[src/rtl/msi_bank_pkg.sv]
package msi_bank_pkg;
  localparam int MSI_VEC_W  = 32;
  localparam int MSI_MAX_FN = 8;
  typedef logic [MSI_VEC_W-1:0] msi_word_t;
endpackage

[src/rtl/msi_fn_regs.sv]
module msi_fn_regs #(
  parameter int W = 32
) (
  input  logic         clk,
  input  logic         rst_n,
  input  logic         mask_wr,
  input  logic [W-1:0] mask_wdata,
  input  logic         pend_wr,
  input  logic [W-1:0] pend_wdata,
  output logic [W-1:0] mask_q,
  output logic [W-1:0] pend_q,
  output logic         mask_diff
);
  logic [W-1:0] mask_d, pend_d;

  always_comb begin
    mask_d = mask_q;
    pend_d = pend_q;
    if (mask_wr) mask_d = mask_wdata;
    if (pend_wr) pend_d = pend_wdata;
  end

  // Raised only for a write that alters the stored word
  assign mask_diff = mask_wr && (mask_wdata != mask_q);

  always_ff @(posedge clk or negedge rst_n) begin
    if (!rst_n) begin
      mask_q <= '0;
      pend_q <= '0;
    end else begin
      mask_q <= mask_d;
      pend_q <= pend_d;
    end
  end
endmodule

[src/rtl/msi_sel_read.sv]
module msi_sel_read #(
  parameter int N  = 8,
  parameter int W  = 32,
  parameter int SW = 3
) (
  input  logic                clk,
  input  logic                rst_n,
  input  logic [SW-1:0]       sel,
  input  logic [N-1:0][W-1:0] mask_arr,
  input  logic [N-1:0][W-1:0] pend_arr,
  output logic [W-1:0]        rd_mask,
  output logic [W-1:0]        rd_pend
);
  logic [W-1:0] mask_d, pend_d;

  always_comb begin
    mask_d = '0;
    pend_d = '0;
    for (int i = 0; i < N; i++) begin
      if (sel == SW'(i)) begin
        mask_d = mask_arr[i];
        pend_d = pend_arr[i];
      end
    end
  end

  always_ff @(posedge clk or negedge rst_n) begin
    if (!rst_n) begin
      rd_mask <= '0;
      rd_pend <= '0;
    end else begin
      rd_mask <= mask_d;
      rd_pend <= pend_d;
    end
  end
endmodule

[src/rtl/msi_mask_pend_bank.sv]
module msi_mask_pend_bank #(
  parameter int NUM_FN = msi_bank_pkg::MSI_MAX_FN,
  parameter int VEC_W  = msi_bank_pkg::MSI_VEC_W,
  parameter int FN_W   = $clog2(NUM_FN)
) (
  input  logic              clk,
  input  logic              rst_n,
  input  logic [NUM_FN-1:0] fn_enable,
  input  logic              pend_we,
  input  logic [FN_W-1:0]   pend_fn,
  input  logic [VEC_W-1:0]  pend_data,
  input  logic              mask_we,
  input  logic [FN_W-1:0]   mask_fn,
  input  logic [VEC_W-1:0]  mask_data,
  input  logic [FN_W-1:0]   rd_sel,
  output logic [VEC_W-1:0]  rd_mask,
  output logic [VEC_W-1:0]  rd_pend,
  output logic              mask_changed
);
  logic [NUM_FN-1:0][VEC_W-1:0] mask_arr;
  logic [NUM_FN-1:0][VEC_W-1:0] pend_arr;
  logic [NUM_FN-1:0]            diff_vec;
  logic                         changed_d;

  for (genvar g = 0; g < NUM_FN; g++) begin : g_fn
    logic mask_hit, pend_hit;
    assign mask_hit = mask_we && (mask_fn == FN_W'(g));
    assign pend_hit = pend_we && (pend_fn == FN_W'(g));

    msi_fn_regs #(.W(VEC_W)) u_regs (
      .clk        (clk),
      .rst_n      (rst_n),
      .mask_wr    (mask_hit),
      .mask_wdata (mask_data),
      .pend_wr    (pend_hit),
      .pend_wdata (pend_data),
      .mask_q     (mask_arr[g]),
      .pend_q     (pend_arr[g]),
      .mask_diff  (diff_vec[g])
    );
  end

  assign changed_d = |(diff_vec & fn_enable);

  always_ff @(posedge clk or negedge rst_n) begin
    if (!rst_n) mask_changed <= 1'b0;
    else        mask_changed <= changed_d;
  end

  msi_sel_read #(.N(NUM_FN), .W(VEC_W), .SW(FN_W)) u_read (
    .clk      (clk),
    .rst_n    (rst_n),
    .sel      (rd_sel),
    .mask_arr (mask_arr),
    .pend_arr (pend_arr),
    .rd_mask  (rd_mask),
    .rd_pend  (rd_pend)
  );
endmodule

[config.mk]
export PLATFORM = sky130hd
export DESIGN_NAME = msi_mask_pend_bank
export DESIGN_NICKNAME = d
export VERILOG_FILES = /design/src/rtl/msi_bank_pkg.sv /design/src/rtl/msi_fn_regs.sv /design/src/rtl/msi_sel_read.sv /design/src/rtl/msi_mask_pend_bank.sv
export SDC_FILE = /design/constraint.sdc
export NUM_CORES = 1
export LEC_CHECK = 0
export BUFFER_PORTS_ARGS = -buffer_cell sky130_fd_sc_hd__buf_2
export CAP_MARGIN = 40
export CORE_ASPECT_RATIO = 0.7
export CORE_MARGIN = 4
export CORE_UTILIZATION = 40
export CTS_BUF_LIST = sky130_fd_sc_hd__clkbuf_4 sky130_fd_sc_hd__clkbuf_8 sky130_fd_sc_hd__clkbuf_16
export CTS_CLUSTER_SIZE = 24
export DETAILED_ROUTE_END_ITERATION = 8
export MAX_ROUTING_LAYER = met4
export SYNTH_ARGS = -nofsm -noshare
export SYNTH_HDL_FRONTEND = slang
export SYNTH_SLANG_ARGS = --single-unit
[constraint.sdc]
create_clock -name clk -period 2.1 [get_ports clk]
set_clock_uncertainty 0.2 [all_clocks]
set_input_delay 0.42 -clock clk [delete_from_list [all_inputs] [get_ports clk]]
set_output_delay 0.42 -clock clk [all_outputs]
set_load 0.05 [all_outputs]
# Yosys cells after proc, flatten, opt, wreduce, memory -nomap -nowiden
# Index checks and enable logic that the tools add are counted.
totals:
  wordCells: 93
  reg_bits: 577
  input_bits: 85
  out_inout_bits: 65
op_classes:
  muxes: 16
  n_eq_ne: 29
  bitwise: 1
  n_reduce_logical: 28
op_table:
  columns: ["cell", "count"]
  rows:
  - ["$mux W32", 16]
  - ["$ne A32 B32 Y1", 8]
  - ["$eq A3 B3 Y1 const B", 12]
  - ["$logic_and A1 B1 Y1", 24]
  - ["$eq A3 B2 Y1 const B", 6]
  - ["$eq A3 B1 Y1 const B", 3]
  - ["$logic_not A3 Y1", 3]
  - ["$and A8 B8 Y8", 1]
  - ["$reduce_or A8 Y1", 1]

# Logic depth before layout (Yosys ltp)
# Gate-level depths: netlist of run 1.
logic_depth:
  ltp_word: 9
  depth_mapped: 8
  ltp_nobuf: 6

# Cells and area by module
# A second synthesis of run 1 with hierarchy kept.
hier_totals:
  hier_cells: 2279
  hier_area_um2: 29228.0
modules_own_cells:
  columns: ["mod", "seq_area_each_um2", "area_per_inst_um2", "cells_each", "instances"]
  rows:
  - ["msi_fn_regs", 1601.5, 2765.2, 179, 8]
  - ["msi_sel_read", 1601.5, 6892.9, 815, 1]
  - ["msi_mask_pend_bank", 25.0, 214.0, 32, 1]

# Least setup slack after synthesis of run 1
# No wires, ideal clock.
synth_timing:
  path_type: "input-to-reg"
  startpoint: "input port mask_data[9]"
  endpoint: "register mask_changed"
  required_time_ns: 1.762
  n_path_buf: 2
  stages: 7
  slack_ns: -0.037
  arrival_ns: 1.798
  setup_ns: 0.138
  path_cell_list: "buf_6 clkbuf_1 xnor2_1 nand4_1 nor4_1 a211oi_1 or4_1"
synth_between:
  elab_chain_cells: 4
  word_cells_on_any_way: 18
  classes_between: "eq/ne: 8; bitwise: 1; reduce/logical: 9"
synth_lines:
  columns: ["element", "line_no", "source"]
  rows:
  - ["from (decl)", "msi_mask_pend_bank.sv:14", "input logic [VEC_W-1:0] mask_data,"]
  - ["$ne A32 B32 Y1", "msi_fn_regs.sv:24", "assign mask_diff = mask_wr && (mask_wdata != mask_q);"]
  - ["$logic_and A1 B1 Y1", "msi_fn_regs.sv:24", null]
  - ["$and A8 B8 Y8 *", "msi_mask_pend_bank.sv:43", "assign changed_d = |(diff_vec & fn_enable);"]
  - ["$reduce_or A8 Y1 *", "msi_mask_pend_bank.sv:43", null]
  - ["named net changed_d", "msi_mask_pend_bank.sv:23", "logic changed_d;"]
  - ["to (signal assigned)", "msi_mask_pend_bank.sv:47", "else mask_changed <= changed_d;"]
  - ["to (decl)", "msi_mask_pend_bank.sv:18", "output logic mask_changed"]
# Mark *: on every way through the listed nets, which the timed path passes. The rest lies on a longest branch.
# A chain may end at the register's enable or synchronous reset.

# Worst setup path in the final report of run 1
layout_timing:
  startpoint: "register g_fn[7].u_regs.mask_q[31]"
  endpoint: "register mask_changed"
layout_between:
  elab_chain_cells: 4
layout_lines:
  columns: ["element", "line_no", "source"]
  rows:
  - ["from (decl)", "msi_fn_regs.sv:10", "output logic [W-1:0] mask_q,"]
  - ["from (signal assigned)", "msi_fn_regs.sv:31", "mask_q <= mask_d;"]
  - ["$ne A32 B32 Y1", "msi_fn_regs.sv:24", null]
  - ["$logic_and A1 B1 Y1", "msi_fn_regs.sv:24", null]
  - ["$and A8 B8 Y8", "msi_mask_pend_bank.sv:43", null]
  - ["$reduce_or A8 Y1", "msi_mask_pend_bank.sv:43", null]
  - ["named net changed_d", "msi_mask_pend_bank.sv:23", null]
# The timed path passes the listed nets, and every way through them passes these cells.

==> results of run 1 <==
==> placed cells by master (no fill, tap or decap), types with 8 or more instances in the layout <==
cell             n
dfrtp_1        573
buf_2          145
xor2_2           8
o21ai_0        123
o221ai_1         9
nand2_1        214
nor2_1          64
bufinv_16       11
a221oi_1        53
buf_12          65
mux2i_1         17
xnor2_1         58
nand4_1         31
nor4_1          28
dlygate4sd3_1   54
a21oi_1         75
mux2_2         485
clkbuf_4        16
clkinv_2        12
mux4_2          49
nor4_2          19
buf_4          382
clkbuf_16       58
xor2_1         182
==> stage by stage <==
step           setup TNS [ps]  total power, mW  instances  hold WS [ps]
6_report                 -332             37.0       3732          38.4
5_1_grt                  -312             38.5       3732          45.1
4_1_cts                  -236             37.0       3725          5.07
3_5_place_dp           -10540             25.0       3559           173
3_3_place_gp            -9190             24.7       3559           168
2_1_floorplan           -30.9             20.3       2258         -75.6
==> metal layers <==
layer  track usage, %  share of wire, %
met5                -                 0
met2             37.5                43
met1             40.4                47
met3             6.18               8.4
met4             5.83               1.9
==> flip-flops by register name (all words and copies together) (netlist names) <==
register / flops
g_fn.u_regs.mask_q: 256
g_fn.u_regs.pend_q: 256
u_read.rd_mask: 32
u_read.rd_pend: 32
mask_changed: 1
==> kinds of logic after synthesis <==
family                 synth area share (%)
flip-flops                             51.6
multiplexers                           24.1
AND/OR/NAND/NOR                        6.36
AO/OA/AOI/OAI                          6.26
XOR/XNOR                               8.09
buffers and inverters                  3.67
==> area by class of cell <==
class / instances / area, um2 / share of cell area, %
antenna: 6 / 15.0 / 0.0416
clock buffer: 81 / 1670 / 4.62
clock inverter: 28 / 460 / 1.28
inverter: 6 / 22.5 / 0.0624
multi-input combinational: 1483 / 12900 / 35.7
sequential: 577 / 14400 / 40.0
tap: 902 / 1130 / 3.13
timing repair buffer: 649 / 5470 / 15.2
==> final timing paths <==
path / end / slack (ps) / depth (start not counted) / startpoint
min in group asynchronous: u_read.rd_mask[16]$_DFF_PN0_ / 100 / 2 / rst_n
max in group asynchronous: g_fn[3].u_regs.pend_q[18]$_DFFE_PN0P_ / 710 / 3 / rst_n
min: mask_changed$_DFF_PN0_ / 40 / 4 / fn_enable[2]
min reg2reg: u_read.rd_pend[17]$_DFF_PN0_ / 280 / 2 / g_fn[7].u_regs.pend_q[17]$_DFFE_PN0P_
max: mask_changed$_DFF_PN0_ / -300 / 6 / g_fn[7].u_regs.mask_q[31]$_DFFE_PN0N_
max reg2reg: mask_changed$_DFF_PN0_ / -300 / 6 / g_fn[7].u_regs.mask_q[31]$_DFFE_PN0N_
==> timing repair <==
item,CTS,global route
hold buffers,54,0
setup endpoints to repair,3,2
resized for setup,40,7
pin swaps,29,11
setup buffers,4,1
hold endpoints to repair,701,0
cloned,0,0
==> worst register-to-register path, stage by stage, from the launching register on <==
cell	delay [ps]
dfrtp_2	460
xnor2_2	220
buf_4	180
nand4_1	240
nor4_4	330
a211oi_1	130
or4_1	500
==> where the power goes <==
part	internal [mW]	total (mW)	switching, mW
sequential	13.5	15.3	1.80
combinational	4.80	10.0	5.23
clock	6.92	11.6	4.66
total	25.3	37.0	11.7
==> results.cfg, run 1 <==
[run_status]
outcome = finished with violations
failed_checks = negative setup slack

[setup_path]
cp.arrival_ps = 2700
cp.required_ps = 2400
endpoint_kind = flip-flop
path_cells = xnor2_2 > buf_4 > nand4_1 > nor4_4 > a211oi_1 > or4_1
path_class = flip-flop to flip-flop
critPathLaunchType = flip-flop
path_max_fanout = 2
critPathSlowestCell = or4_1
slowest_delay_ps = 500
cpLargestDelayFamily = simple AND/OR/NAND/NOR gates
cp.buffers_inverters = 1

[route]
totalWireLength_mm = 97.4
drt-wirelength-per-cell_um = 26.1
drc = 0
routed-via-count = 20900
antenna_left = 0
drt_pass1_iterations = 7
drt_iter0_markers = 1784
vias_per_cell = 5.59

[flow_run]
maxCapViolations = 0

[timing]
rsz0062_at_grt = yes
maxClockFrequency_mhz = 416
setup_slack_ps = -302
hold_violations = 0
fin_crit_sh_pct = 114
period_needed_ps = 2400
worst_pin_slew_ps = 721
final_max_slew_viol_count = 0
max-slew-margin-rel_pct = 51.8
finalSetupViolations = 2

[power]
power-per-cell-area_mw_per_mm2 = 1020
p_leak_nw = 16.0
ir_drop_mv = 0.795

[clock_network]
cts-root-buf = clkbuf_16
cts_max_level = 2
cts.sinks = 577
insertion_delay_ps = 660
cts_tree = done
path_clk_slew_ps = 70
clk_path_buf_depth = 3
cts_made_buffers = 58

[synth]
synthArstFlopShare_pct = 100
ys.flop_type = dfrtp_1
ys_seq_elements = 577
synthTopCellsByCount = dfrtp_1 (577), mux2_2 (485), nand2_1 (215), xor2_1 (189), o21ai_0 (124)
yosysTopAreaCell = dfrtp_1
synth_area_leaders = dfrtp_1 (52%), mux2_2 (20%), xor2_1 (5.9%)
synth.top_cell.area_share_pct = 51.6
syn-num-nets = 2343
synth_edf_count = 0
synth_warnings = 0
postSynthAreaPerCell_um2 = 12.4
syn_area_mm2 = 0.0280
synthDistinctLibCells = 41
syn_inst = 2258
synth_most_common_cell = dfrtp_1
ys_seq_area_share_pct = 51.6

[placed_design]
gp_congestion = 1.06
io_buffers = 149
placed_area_mm2 = 0.0331
dp_slack_ps = -716
dp_hpwl_mm = 69.5

[global_route]
grt_max_degree = 84
grt-ovfl-total = 0
grt_first_pass_wirelength_mm = 145
antenna_found_initial = 11
grt_pass1_vias = 21400
grtUsageTotal_pct = 27.1

[final_layout]
fin_nets = 2860
fin_util_pct = 52.5
final_area_mm2 = 0.0361
drive_gt1_share_pct = 45.9
syn_to_final_growth_pct = 28.9
fillers = 5825

[floorplan]
die_height_um = 229
start_util_pct = 40.7
chipWidth_um = 324
die_area_mm2 = 0.0744
ioPinCount = 150
core_mm2 = 0.0688
core.rowCount = 80

[min_path]
hp-class = primary input to flip-flop
No activity file was read; power rests on OpenSTA's default activity.
==> run 2, diff against run 1 <==
==> constraint.sdc (replaced) <==
create_clock -name clk -period 2.2 [get_ports clk]
set_clock_uncertainty 0.2 [all_clocks]
set_input_delay 0.44 -clock clk [delete_from_list [all_inputs] [get_ports clk]]
set_output_delay 0.44 -clock clk [all_outputs]
set_load 0.05 [all_outputs]
==> results.cfg, run 2 (synthesis results as in run 1) <==
[power]
p_leak_nw = 15.4
power-per-cell-area_mw_per_mm2 = 972
ir_drop_mv = 0.697

[floorplan]
chipWidth_um = 324
ioPinCount = 150
core_mm2 = 0.0688
die_area_mm2 = 0.0744
die_height_um = 229
core.rowCount = 80
start_util_pct = 40.7

[timing]
finalSetupViolations = 1
final_max_slew_viol_count = 0
rsz0062_at_grt = yes
worst_pin_slew_ps = 763
maxClockFrequency_mhz = 409
fin_crit_sh_pct = 111
period_needed_ps = 2440
setup_slack_ps = -243
hold_violations = 0
max-slew-margin-rel_pct = 49.0
tns_ps = -243

[global_route]
antenna_found_initial = 13
grt_first_pass_wirelength_mm = 142
grt-ovfl-total = 0
grtUsageTotal_pct = 26.4
grt_max_degree = 82
grt_pass1_vias = 21100

[final_layout]
fillers = 5955
syn_to_final_growth_pct = 25.3
final_common_cell = dfrtp_1
reg.largest.list = g_fn.u_regs.mask_q: 256 flops, g_fn.u_regs.pend_q: 256 flops
finalNonFillerCells = 3638
final_area_mm2 = 0.0351
fin_nets = 2768
drive_gt1_share_pct = 43.3
final_cell_mix = dfrtp_1 (576), mux2_2 (485), buf_4 (294)
fin_util_pct = 51.0

[clock_network]
cts-root-buf = clkbuf_16
clk_path_buf_depth = 3
cts_max_level = 2
insertion_delay_ps = 680
cts_tree = done
cts_made_buffers = 59
path_clk_slew_ps = 70
cts.sinks = 577

[placed_design]
gp_congestion = 1.04
dp_slack_ps = -951
placed_area_mm2 = 0.0323
placedCellCount = 3469
dp_hpwl_mm = 66.0
io_buffers = 149

[route]
drc = 0
vias_per_cell = 5.62
routed-via-count = 20500
drt_pass1_iterations = 5
drt_iter0_markers = 1883
antenna_left = 0
drt-wirelength-per-cell_um = 26.0
totalWireLength_mm = 94.7

[setup_path]
critPathLaunchType = flip-flop
cp.arrival_ps = 2780
path_class = flip-flop to flip-flop
path_max_fanout = 2
endpoint_kind = flip-flop
cp.required_ps = 2540

[flow_run]
maxCapViolations = 0

[min_path]
hp-class = primary input to flip-flop

[run_status]
failed_checks = negative setup slack
outcome = finished with violations
run 2: layout make-up:
type	instances	area, um2	area share, %
sequential	577	14400	41.2
multi-input combinational	1483	12800	36.4
timing repair buffer	556	4690	13.4
clock buffer	85	1760	5.02
tap	902	1130	3.22
clock inverter	19	256	0.731
antenna	10	25.0	0.0713
inverter	6	22.5	0.0642
run 2: worst max-delay path: stages, from the launching register on:
cell and delay (ps):
dfrtp_2 430, xor2_2 160, nor4_4 440, buf_4 200
nand4_1 120, o211ai_2 170, o31ai_1 90, or4_1 520
run 2: per-stage QoR:
stage / hold slack, ps / power (mW)
after floorplan: -55.6 / 19.4
after global placement: 153 / 23.2
after detailed placement: 152 / 23.4
after CTS: 3.19 / 34.1
after global routing: 32.3 / 35.5
final: 22.1 / 34.1
run 2: path summary, 6_finish.rpt:
check / from / slack (ps) / cells after the start / to
setup / recovery: g_fn[0].u_regs.mask_q[2]$_DFFE_PN0N_ / -240 / 7 / mask_changed$_DFF_PN0_
hold / removal: fn_enable[7] / 20 / 4 / mask_changed$_DFF_PN0_
setup reg to reg: g_fn[0].u_regs.mask_q[2]$_DFFE_PN0N_ / -240 / 7 / mask_changed$_DFF_PN0_
hold reg to reg: g_fn[7].u_regs.pend_q[11]$_DFFE_PN0P_ / 280 / 2 / u_read.rd_pend[11]$_DFF_PN0_
max in group asynchronous: rst_n / 900 / 4 / g_fn[0].u_regs.mask_q[2]$_DFFE_PN0N_
min in group asynchronous: rst_n / 40 / 2 / u_read.rd_mask[16]$_DFF_PN0_
run 2: repair_timing:
action | CTS | global route
hold buffers | 53 | 0
gates resized for setup | 21 | 2
buffers inserted | 1 | 1
pin swaps | 8 | 3
endpoints found under the hold margin | 538 | 0
setup endpoints to repair | 1 | 1
run 2: per-layer routing:
layer / GRT usage, % / vias up / wire length, um
li1: - / 8902 / -
met1: 37.8 / 10600 / 43200
met2: 36.7 / 783 / 40500
met3: 7.16 / 171 / 8430
met4: 7.46 / 0 / 2480
met5: - / - / 0
run 2: where the power goes:
part | switching (mW) | internal (mW) | total [mW]
Combinational | 4.78 | 4.20 | 8.98
Sequential | 1.73 | 12.9 | 14.7
Clock | 4.52 | 5.93 | 10.4
==> run 3, diff against run 2 <==
--- a/config.mk
+++ b/config.mk
@@ -5,6 +5,7 @@
 export SDC_FILE = /design/constraint.sdc
 export NUM_CORES = 1
 export LEC_CHECK = 0
+export ABC_AREA = 1
 export BUFFER_PORTS_ARGS = -buffer_cell sky130_fd_sc_hd__buf_2
 export CAP_MARGIN = 40
 export CORE_ASPECT_RATIO = 0.7
==> results.cfg, run 3 <==
[run_status]
outcome = finished clean

[placed_design]
gp_congestion = 0.918
io_buffers = 149
dp_hpwl_mm = 53.3
placed_area_mm2 = 0.0296

[clock_network]
insertion_delay_ps = 640
cts_max_level = 2
clk_path_buf_depth = 3
cts_tree = done
cts.sinks = 577
post_cts_buffers = 0
cts-root-buf = clkbuf_16
cts_resized = 0
path_clk_slew_ps = 60
cts_made_buffers = 58

[setup_path]
reg2reg_from = g_fn[4].u_regs.mask_q[6]$_DFFE_PN0N_
reg2regPathDepth = 10
path_max_fanout = 1
cp-startpoint = u_read.rd_mask[1]$_DFF_PN0_
critPathLaunchType = flip-flop
cp.arrival_ps = 1420
regToRegSetupSlack_ps = 360
cp.required_ps = 1560
critPathSlowestCell = dfrtp_1
cp.buffers_inverters = 1
path_class = flip-flop to output port
endpoint_kind = output port
timing.rr.end = mask_changed$_DFF_PN0_
crit_path_end = rd_mask[1]
crit_cells = 1
slowest_delay_ps = 470
path_cells = buf_2
cpLargestDelayFamily = flip-flops

[power]
power-per-cell-area_mw_per_mm2 = 971
p_leak_nw = 14.9
ir_drop_mv = 0.678

[timing]
maxClockFrequency_mhz = 485
rsz0062_at_grt = no
period_needed_ps = 2060
worst_pin_slew_ps = 593
fin_crit_sh_pct = 93.6
hold_violations = 0
finalSetupViolations = 0
fin_hold_ws_ps = 29.5
max-slew-margin-rel_pct = 60.5
final_max_slew_viol_count = 0

[synth]
synthTopCellsByCount = nand2_1 (1140), dfrtp_1 (577), o21ai_0 (460), xnor2_1 (194), inv_1 (178)
ys_seq_area_share_pct = 53.6
yosysTopAreaCell = dfrtp_1
syn-num-nets = 3345
ys_seq_elements = 577
synth_edf_count = 0
synth.top_cell.area_share_pct = 53.6
synth_area_leaders = dfrtp_1 (54%), nand2_1 (16%), o21ai_0 (8.5%)
synthArstFlopShare_pct = 100
synthDistinctLibCells = 26
synth_warnings = 0
postSynthAreaPerCell_um2 = 8.27
syn_area_mm2 = 0.0270
synth_most_common_cell = nand2_1
syn_inst = 3260
ys.flop_type = dfrtp_1

[final_layout]
final_area_mm2 = 0.0323
fillers = 6441
syn_to_final_growth_pct = 19.8
final_common_cell = nand2_1
fin_nets = 3524
drive_gt1_share_pct = 12.2
reg.largest.list = g_fn.u_regs.mask_q: 256 flops, g_fn.u_regs.pend_q: 256 flops
final_cell_mix = nand2_1 (1128), dfrtp_1 (577), o21ai_0 (460)

[global_route]
grt-ovfl-total = 0
grt_pass1_vias = 21400
grtUsageTotal_pct = 23.0
grt_max_degree = 93
grt_first_pass_wirelength_mm = 127
antenna_found_initial = 6

[route]
vias_per_cell = 5.05
antenna_left = 0
drc = 0
drt_pass1_iterations = 6
totalWireLength_mm = 79.5
drt-wirelength-per-cell_um = 18.2
routed-via-count = 22100
drt_iter0_markers = 1945

[floorplan]
ioPinCount = 150
start_util_pct = 40.5
chipWidth_um = 318
core.rowCount = 79
core_mm2 = 0.0666
die_area_mm2 = 0.0717
die_height_um = 225

[flow_run]
maxCapViolations = 0

[min_path]
hp-class = primary input to flip-flop
==> run 3: changes by cell type after synthesis, sizes merged, moves of 86 or more <==
cell and change:
inv +191, nor2 +86, xor2 -192, mux2 -485, xnor2 +130, o21ai +344
nand2 +925
==> run 3: final cells by class <==
class / count / area [um2] / area share, %
flip-flops and latches: 577 / 14400 / 44.7
clock inverters: 27 / 453 / 1.40
diodes: 5 / 12.5 / 0.0388
inverters: 196 / 737 / 2.28
clock buffers: 80 / 1730 / 5.36
repair buffers: 321 / 2850 / 8.81
well taps: 891 / 1110 / 3.45
multi-input cells: 2285 / 11000 / 33.9
==> run 3: worst min-delay path by stage <==
| stage | startpoint | endpoint | slack (ps) | cells past startpoint |
|---|---|---|---|---|
| floorplan | rst_n | g_fn[0].u_regs.mask_q[0]$_DFFE_PN0N_ | -60 | 0 |
| global placement | rst_n | g_fn[3].u_regs.mask_q[5]$_DFFE_PN0N_ | 120 | 1 |
| detailed placement | rst_n | g_fn[3].u_regs.mask_q[5]$_DFFE_PN0N_ | 120 | 1 |
| CTS | fn_enable[5] | mask_changed$_DFF_PN0_ | 5 | 7 |
| global route | fn_enable[5] | mask_changed$_DFF_PN0_ | 40 | 7 |
| finish | pend_data[3] | g_fn[7].u_regs.pend_q[3]$_DFFE_PN0P_ | 30 | 3 |
==> run 3: report_power, final <==
group / leakage [nW] / total [mW] / internal (mW) / switching, mW
logic: 6.70 / 6.03 / 2.28 / 3.75
clock network: 1.06 / 11.2 / 6.70 / 4.47
registers: 7.18 / 14.1 / 12.6 / 1.49
total: 14.9 / 31.3 / 21.6 / 9.72
==> run 3: what timing repair did <==
| action | 4_1_cts | 5_1_grt |
|---|---|---|
| hold endpoints to repair | 569 | 0 |
| endpoints found under the setup margin | 0 | 0 |
| hold buffers | 44 | 0 |
==> run 3: routing by layer <==
metal	track usage, %	wire length (um)	vias to the layer above
met5	-	0	-
met1	33.9	38900	10500
met2	33.3	34000	617
met4	5.08	1360	0
met3	3.75	5270	99
li1	-	-	10900
==> run 3: stage by stage <==
| step | worst slack [ps] | utilization [%] | cells | setup TNS, ps | total power, mW |
|---|---|---|---|---|---|
| finish | 140 | 48.5 | 4382 | 0 | 31.3 |
| global route | 7.49 | 48.5 | 4382 | 0 | 33.1 |
| CTS | 143 | 48.4 | 4377 | 0 | 31.6 |
| detailed placement | -19.4 | 44.5 | 4226 | -82.9 | 20.3 |
| global placement | 18.6 | 44.5 | 4226 | 0 | 20.2 |
| floorplan | 435 | - | 3260 | 0 | 18.1 |
==> run 3: logic make-up (layout without fill, tap and decap cells) <==
logic type	Yosys count	after routing	synth area share, %
xor+xnor	194	194	6.30
buf+inv	398	624	6.03
simple gates	1441	1441	21.3
compound gates	650	650	12.8
flops	577	577	53.6
other cells	0	5	0
